$ cat config.mk
export PLATFORM = sky130hd
export DESIGN_NAME = path_rdi_ctrl
export DESIGN_NICKNAME = d
export VERILOG_FILES = /design/src/rtl/rdi_pkg.sv /design/src/rtl/rdi_reg_bank.sv /design/src/rtl/rdi_code_mux.sv /design/src/rtl/g1_out_stage.sv /design/src/rtl/path_rdi_ctrl.sv
export SDC_FILE = /design/constraint.sdc
export NUM_CORES = 1
export LEC_CHECK = 0
export ABC_AREA = 1
export CAP_MARGIN = 20
export CORE_MARGIN = 3
export CORE_UTILIZATION = 52
export DETAILED_ROUTE_END_ITERATION = 8
export MAX_ROUTING_LAYER = met4
export PLACE_DENSITY = 0.88
export SETUP_SLACK_MARGIN = 0.02
export SYNTH_ARGS = -nofsm -noshare
export SYNTH_HDL_FRONTEND = slang
export SYNTH_SLANG_ARGS = --single-unit
$ cat constraint.sdc
create_clock -name clk -period 2.9 [get_ports clk]
set_clock_uncertainty 0.15 [all_clocks]
set_input_delay 0.58 -clock clk [delete_from_list [all_inputs] [get_ports clk]]
set_output_delay 0.58 -clock clk [all_outputs]
set_load 0.1 [all_outputs]
$ cat src/rtl/rdi_pkg.sv
package rdi_pkg;
  localparam int BYTE_W   = 8;
  localparam int RDI_W    = 3;
  localparam int REI_W    = 4;
  localparam int NUM_DFCT = 2;
  localparam int NIB_W    = RDI_W + 1;

  typedef enum logic [1:0] {
    INS_DEFECT   = 2'b00,
    INS_FIRMWARE = 2'b01,
    INS_RSVD_A   = 2'b10,
    INS_RSVD_B   = 2'b11
  } ins_type_e;

  typedef struct packed {
    logic [RDI_W-1:0] code;
    logic             en;
  } dfct_cfg_t;
endpackage

$ cat src/rtl/rdi_reg_bank.sv
module rdi_reg_bank
  import rdi_pkg::*;
#(
  parameter int ADDR_W = 8,
  parameter logic [ADDR_W-1:0] CFG_ADDR  = 8'h49,
  parameter logic [ADDR_W-1:0] CTL_ADDR  = 8'h03,
  parameter logic [ADDR_W-1:0] SWG1_ADDR = 8'h06,
  parameter logic [BYTE_W-1:0] CTL_RO_MASK = 8'h02
) (
  input  logic              clk,
  input  logic              rst_n,
  input  logic              wr_en,
  input  logic [ADDR_W-1:0] addr,
  input  logic [BYTE_W-1:0] wdata,
  output logic [BYTE_W-1:0] rdata,
  output logic [BYTE_W-1:0] cfg_q,
  output logic [BYTE_W-1:0] ctl_q,
  output logic [BYTE_W-1:0] swg1_q
);
  logic              cfg_we, ctl_we, swg1_we;
  logic [BYTE_W-1:0] cfg_d, ctl_d, swg1_d;

  always_comb begin
    cfg_we  = wr_en && (addr == CFG_ADDR);
    ctl_we  = wr_en && (addr == CTL_ADDR);
    swg1_we = wr_en && (addr == SWG1_ADDR);
    cfg_d   = wdata;
    ctl_d   = wdata & ~CTL_RO_MASK;
    swg1_d  = wdata;
  end

  always_ff @(posedge clk or negedge rst_n) begin
    if (!rst_n) begin
      cfg_q <= '0;
    end else if (cfg_we) begin
      cfg_q <= cfg_d;
    end
  end

  always_ff @(posedge clk or negedge rst_n) begin
    if (!rst_n) begin
      ctl_q <= '0;
    end else if (ctl_we) begin
      ctl_q <= ctl_d;
    end
  end

  always_ff @(posedge clk or negedge rst_n) begin
    if (!rst_n) begin
      swg1_q <= '0;
    end else if (swg1_we) begin
      swg1_q <= swg1_d;
    end
  end

  always_comb begin
    unique case (1'b1)
      (addr == CFG_ADDR):  rdata = cfg_q;
      (addr == CTL_ADDR):  rdata = ctl_q;
      (addr == SWG1_ADDR): rdata = swg1_q;
      default:             rdata = '0;
    endcase
  end


  cfg_wr_chk: assert property (@(posedge clk) disable iff (!rst_n)
    (wr_en && addr == CFG_ADDR) |=> (cfg_q == $past(wdata)));


  ctl_ro_chk: assert property (@(posedge clk) disable iff (!rst_n)
    (wr_en && addr == CTL_ADDR) |=> (ctl_q == ($past(wdata) & ~CTL_RO_MASK)));
endmodule

$ cat src/rtl/rdi_code_mux.sv
module rdi_code_mux
  import rdi_pkg::*;
(
  input  logic                clk,
  input  logic                rst_n,
  input  logic [BYTE_W-1:0]   cfg,
  input  ins_type_e           ins_type,
  input  logic [BYTE_W-1:0]   swg1,
  input  logic [NUM_DFCT-1:0] dfct,
  output logic [RDI_W-1:0]    rdi_sel
);
  dfct_cfg_t           dcfg [NUM_DFCT];
  logic [NUM_DFCT-1:0] hit;
  logic [RDI_W-1:0]    auto_code;
  logic                fw_mode;

  // Index 0 sits in the top nibble and has the highest priority.
  for (genvar gi = 0; gi < NUM_DFCT; gi++) begin : g_dfct
    assign dcfg[gi] = cfg[BYTE_W-1-gi*NIB_W -: NIB_W];
    assign hit[gi]  = dfct[gi] & dcfg[gi].en;
  end

  always_comb begin
    auto_code = '0;
    for (int i = NUM_DFCT - 1; i >= 0; i--) begin
      if (hit[i]) auto_code = dcfg[i].code;
    end
  end

  always_comb begin
    fw_mode = (ins_type == INS_FIRMWARE);
    rdi_sel = fw_mode ? swg1[RDI_W:1] : auto_code;
  end


  lcd_prio_chk: assert property (@(posedge clk) disable iff (!rst_n)
    (ins_type != INS_FIRMWARE && dfct[0] && cfg[4]) |-> (rdi_sel == cfg[7:5]));


  idle_zero_chk: assert property (@(posedge clk) disable iff (!rst_n)
    (ins_type != INS_FIRMWARE && !(dfct[0] && cfg[4]) && !(dfct[1] && cfg[0]))
      |-> (rdi_sel == '0));


  fw_copy_chk: assert property (@(posedge clk) disable iff (!rst_n)
    (ins_type == INS_FIRMWARE) |-> (rdi_sel == swg1[3:1]));
endmodule

$ cat src/rtl/g1_out_stage.sv
module g1_out_stage
  import rdi_pkg::*;
(
  input  logic              clk,
  input  logic              rst_n,
  input  logic              tick,
  input  logic [REI_W-1:0]  rei,
  input  logic [RDI_W-1:0]  rdi,
  output logic [BYTE_W-1:0] g1_q
);
  logic [BYTE_W-1:0] g1_d;

  always_comb begin
    g1_d = {rei, rdi, 1'b0};
  end

  always_ff @(posedge clk or negedge rst_n) begin
    if (!rst_n) begin
      g1_q <= '0;
    end else if (tick) begin
      g1_q <= g1_d;
    end
  end


  hold_chk: assert property (@(posedge clk) disable iff (!rst_n)
    !tick |=> $stable(g1_q));


  rei_pass_chk: assert property (@(posedge clk) disable iff (!rst_n)
    tick |=> (g1_q[7:4] == $past(rei) && g1_q[0] == 1'b0));


  rdi_cap_chk: assert property (@(posedge clk) disable iff (!rst_n)
    tick |=> (g1_q[3:1] == $past(rdi)));
endmodule

$ cat src/rtl/path_rdi_ctrl.sv
module path_rdi_ctrl
  import rdi_pkg::*;
#(
  parameter int ADDR_W = 8,
  parameter logic [ADDR_W-1:0] CFG_ADDR  = 8'h49,
  parameter logic [ADDR_W-1:0] CTL_ADDR  = 8'h03,
  parameter logic [ADDR_W-1:0] SWG1_ADDR = 8'h06,
  parameter int INS_LSB = 3,
  parameter int SYNC_STAGES = 2
) (
  input  logic              clk,
  input  logic              rst_n,
  input  logic              reg_wr,
  input  logic [ADDR_W-1:0] reg_addr,
  input  logic [7:0]        reg_wdata,
  output logic [7:0]        reg_rdata,
  input  logic              lcd_dfct,
  input  logic              plm_dfct,
  input  logic [3:0]        rei_val,
  input  logic              g1_tick,
  output logic [7:0]        g1_out
);
  logic [SYNC_STAGES-1:0] rst_pipe;
  logic                   rst_int_n;
  logic [BYTE_W-1:0]      cfg_q, ctl_q, swg1_q;
  logic [RDI_W-1:0]       rdi_sel;
  ins_type_e              ins_type;

  always_ff @(posedge clk or negedge rst_n) begin
    if (!rst_n) begin
      rst_pipe <= '0;
    end else begin
      rst_pipe <= {rst_pipe[SYNC_STAGES-2:0], 1'b1};
    end
  end
  assign rst_int_n = rst_pipe[SYNC_STAGES-1];

  rdi_reg_bank #(
    .ADDR_W(ADDR_W), .CFG_ADDR(CFG_ADDR), .CTL_ADDR(CTL_ADDR), .SWG1_ADDR(SWG1_ADDR)
  ) u_regs (
    .clk(clk), .rst_n(rst_int_n), .wr_en(reg_wr), .addr(reg_addr),
    .wdata(reg_wdata), .rdata(reg_rdata),
    .cfg_q(cfg_q), .ctl_q(ctl_q), .swg1_q(swg1_q)
  );

  assign ins_type = ins_type_e'(ctl_q[INS_LSB +: 2]);

  rdi_code_mux u_mux (
    .clk(clk), .rst_n(rst_int_n), .cfg(cfg_q), .ins_type(ins_type),
    .swg1(swg1_q), .dfct({plm_dfct, lcd_dfct}), .rdi_sel(rdi_sel)
  );

  g1_out_stage u_out (
    .clk(clk), .rst_n(rst_int_n), .tick(g1_tick), .rei(rei_val),
    .rdi(rdi_sel), .g1_q(g1_out)
  );


  rst_clear_chk: assert property (@(posedge clk) disable iff (!rst_n)
    $rose(rst_int_n) |-> (g1_out == '0 && cfg_q == '0 && ctl_q == '0 && swg1_q == '0));
endmodule

==> impl_metrics.toml <==
[synthesis]
synth_top_family_by_area = "simple AND/OR/NAND/NOR gates"
synth.most_common_cell = "nand2_1"
yosys.area_share.xor_xnor_pct = 0
async_flop_share_pct = 100
ys_top_cells_by_area = "dfrtp_1, nand2_1, nand3_1, inv_1, nand3_2"
syn_nets = 246
synth_fa_ha_area_share_pct = 0
yosys-mux-area-fraction_pct = 0
synthCells = 220
ys_seq_area_share_pct = 47.8
synth_flop_cell = "dfrtp_1"
synth_compound_gate_area_share_pct = 0.896
yosys_register_bits = 32
synth_area_sq_um = 1680
ys_types = 16
avgSynthCellArea_sq_um = 7.62
ys_warn_count = 0
synth_edf_count = 0
yosysTopAreaCell = "dfrtp_1"
synth_common_cells = "nand2_1, nand3_1, dfrtp_1"
yosysTopAreaCellShare_pct = 47.8
synth-simple-area-share_pct = 45.3

[floorplanning]
coreArea_sq_um = 2900
die_area_sq_um = 3940
fp.dieH_um = 62.8
row_count = 19
die_w_um = 62.8
start_util_pct = 57.8
ioPinCount = 42

[global_routing]
grt_use_total_pct = 23.8
grt_pass1_vias = 1612
antenna_found_initial = 0
grt_start_max_net_pins = 31
overflow = 0
grt_pass1_wl_um = 7130

[clock_network]
cts-resized-gates = 0
insertion_delay_ps = 330
cts_max_path_buffers = 2
htreeDepth = 2
clk_pin_slew_ps = 100
cts_hold_buf = 0
postCtsSetupRepairBufs = 0
numCtsBuffers = 5
cts_num_sinks = 32
cts_root_buf = "clkbuf_4"
cts_tree = "done"

[worst_hold_path]
hold_path.class = "flip-flop to async pin"

[timing]
period_minus_slack_ps = 2770
tightest_slew_ps = 661
clock.fmax_ghz = 0.361
slew_violations = 0
final-setup-viol-count = 0
grt_setup_unrepaired = "false"
period_share_pct = 95.4
finalHoldViolCount = 0
final.setup.tns_ps = 0
relSlewSlack_pct = 55.8

[finish]
stdcell_count = 309
area_delta_synth_final_pct = 34.2
nets = 292
drive_above_1_share_pct = 16.9
finish.utilization_pct = 77.6
final_area_sq_um = 2250
diodes = 0

[power]
p_leak_nw = 1.19
power.switching_uw = 294
power_frac_clock_pct = 28.6
power_density_nw_per_um2 = 416
seq_power_share_pct = 51.8
combPwrFrac_pct = 19.6
internal_power_uw = 643
swShare_pct = 31.4
ir_drop_v = 0.000299

[placement]
dp.cells = 299
gp_congestion = 0.825
numPortBuffers = 40
postPlaceCellArea_sq_um = 2170
dp_hpwl_um = 3210

[worst_setup_path]
setup.worst_path.class = "input port to primary output"
start_kind = "input port"
cp_data_required_time_ps = 2170
cp-end-kind = "primary output"
worstPathArrival_ps = 2040
path_max_fanout = 8

[routing]
viasPerCell = 5.29
wl_per_cell_um = 13.8
vias = 1634
wirelength_um = 4250
drc_errors = 0
drt-initial-drc-count = 152
antenna_left = 0
drt-pass1-iter-count = 7

[flow_run]
max_cap_viol_count = 0

[outcome]
status = "complete, no violations"
==> per-layer routing <==
| layer | track usage, % | vias to the layer above | wire [um] |
|---|---|---|---|
| met5 | - | - | 0 |
| met4 | 11.3 | 0 | 129 |
| met3 | 5.94 | 16 | 313 |
| met2 | 38.1 | 82 | 2080 |
| met1 | 28.1 | 747 | 1730 |
| li1 | - | 789 | - |
==> per-stage QoR <==
step                      worst slack (ps)  power, mW  hold WS (ps)
after global routing                  61.8      0.983           126
after global placement                 192      0.671           109
after CTS                              120      0.939           105
after floorplan                        326      0.604           134
final                                  132      0.937          88.8
after detailed placement               137      0.677           106
==> worst max-delay path, stage by stage <==
cell	delay (ps)
clkdlybuf4s50_1	570
nand2_1	140
nor2_4	230
nand3_1	150
nand3_1	180
buf_12	190
==> final cells by class <==
type | instances | area (sq um)
clock buffers | 6 | 51.3
clock inverters | 2 | 10.0
fillers | 219 | 651
inverters | 16 | 60.1
multi-input cells | 167 | 782
flip-flops and latches | 32 | 801
well taps | 42 | 52.6
repair buffers | 44 | 493
==> cell usage in the layout (no fill, tap or decap), types with 5 or more instances in the layout <==
master / instances
nand3_1: 51
dfrtp_1: 32
buf_12: 8
inv_1: 14
clkbuf_4: 6
nor2_1: 5
buf_4: 10
nand2_1: 90
nand3_2: 5
clkdlybuf4s50_1: 25
nor2_2: 5
==> registers in the layout (all words and copies together), names as in the netlist <==
| register | count |
|---|---|
| u_regs.ctl_q | 7 |
| rst_pipe | 2 |
| u_regs.cfg_q | 8 |
| u_regs.swg1_q | 8 |
| u_out.g1_q | 7 |
==> worst paths after layout <==
path                       slack [ps]                   startpoint  cells past startpoint                            to
max                               130                  reg_addr[0]                      6                  reg_rdata[0]
min                                90        rst_pipe[1]$_DFF_PN0_                      1  u_regs.swg1_q[1]$_DFFE_PN0P_
max reg2reg                      1600  u_regs.ctl_q[4]$_DFFE_PN0P_                      6     u_out.g1_q[2]$_DFFE_PN0P_
min reg2reg                        90        rst_pipe[1]$_DFF_PN0_                      1  u_regs.swg1_q[1]$_DFFE_PN0P_
max in group asynchronous        2230                        rst_n                      1         rst_pipe[0]$_DFF_PN0_
min in group clk                  200        rst_pipe[0]$_DFF_PN0_                      0         rst_pipe[1]$_DFF_PN0_
==> power groups by stage <==
stage | logic, mW | clock network (mW) | registers [mW]
floorplan | 0.0542 | 0 | 0.550
finish | 0.184 | 0.268 | 0.485
global route | 0.197 | 0.298 | 0.489
detailed placement | 0.183 | 0 | 0.494
global placement | 0.178 | 0 | 0.493
CTS | 0.184 | 0.270 | 0.485
==> cell families after synthesis <==
group / Yosys count
and+or+nand+nor: 162
other: 2
DFF: 32
AOI/OAI and AO/OA: 3
buffers and inverters: 21
Note: power is estimated with default switching activity, not from simulation.
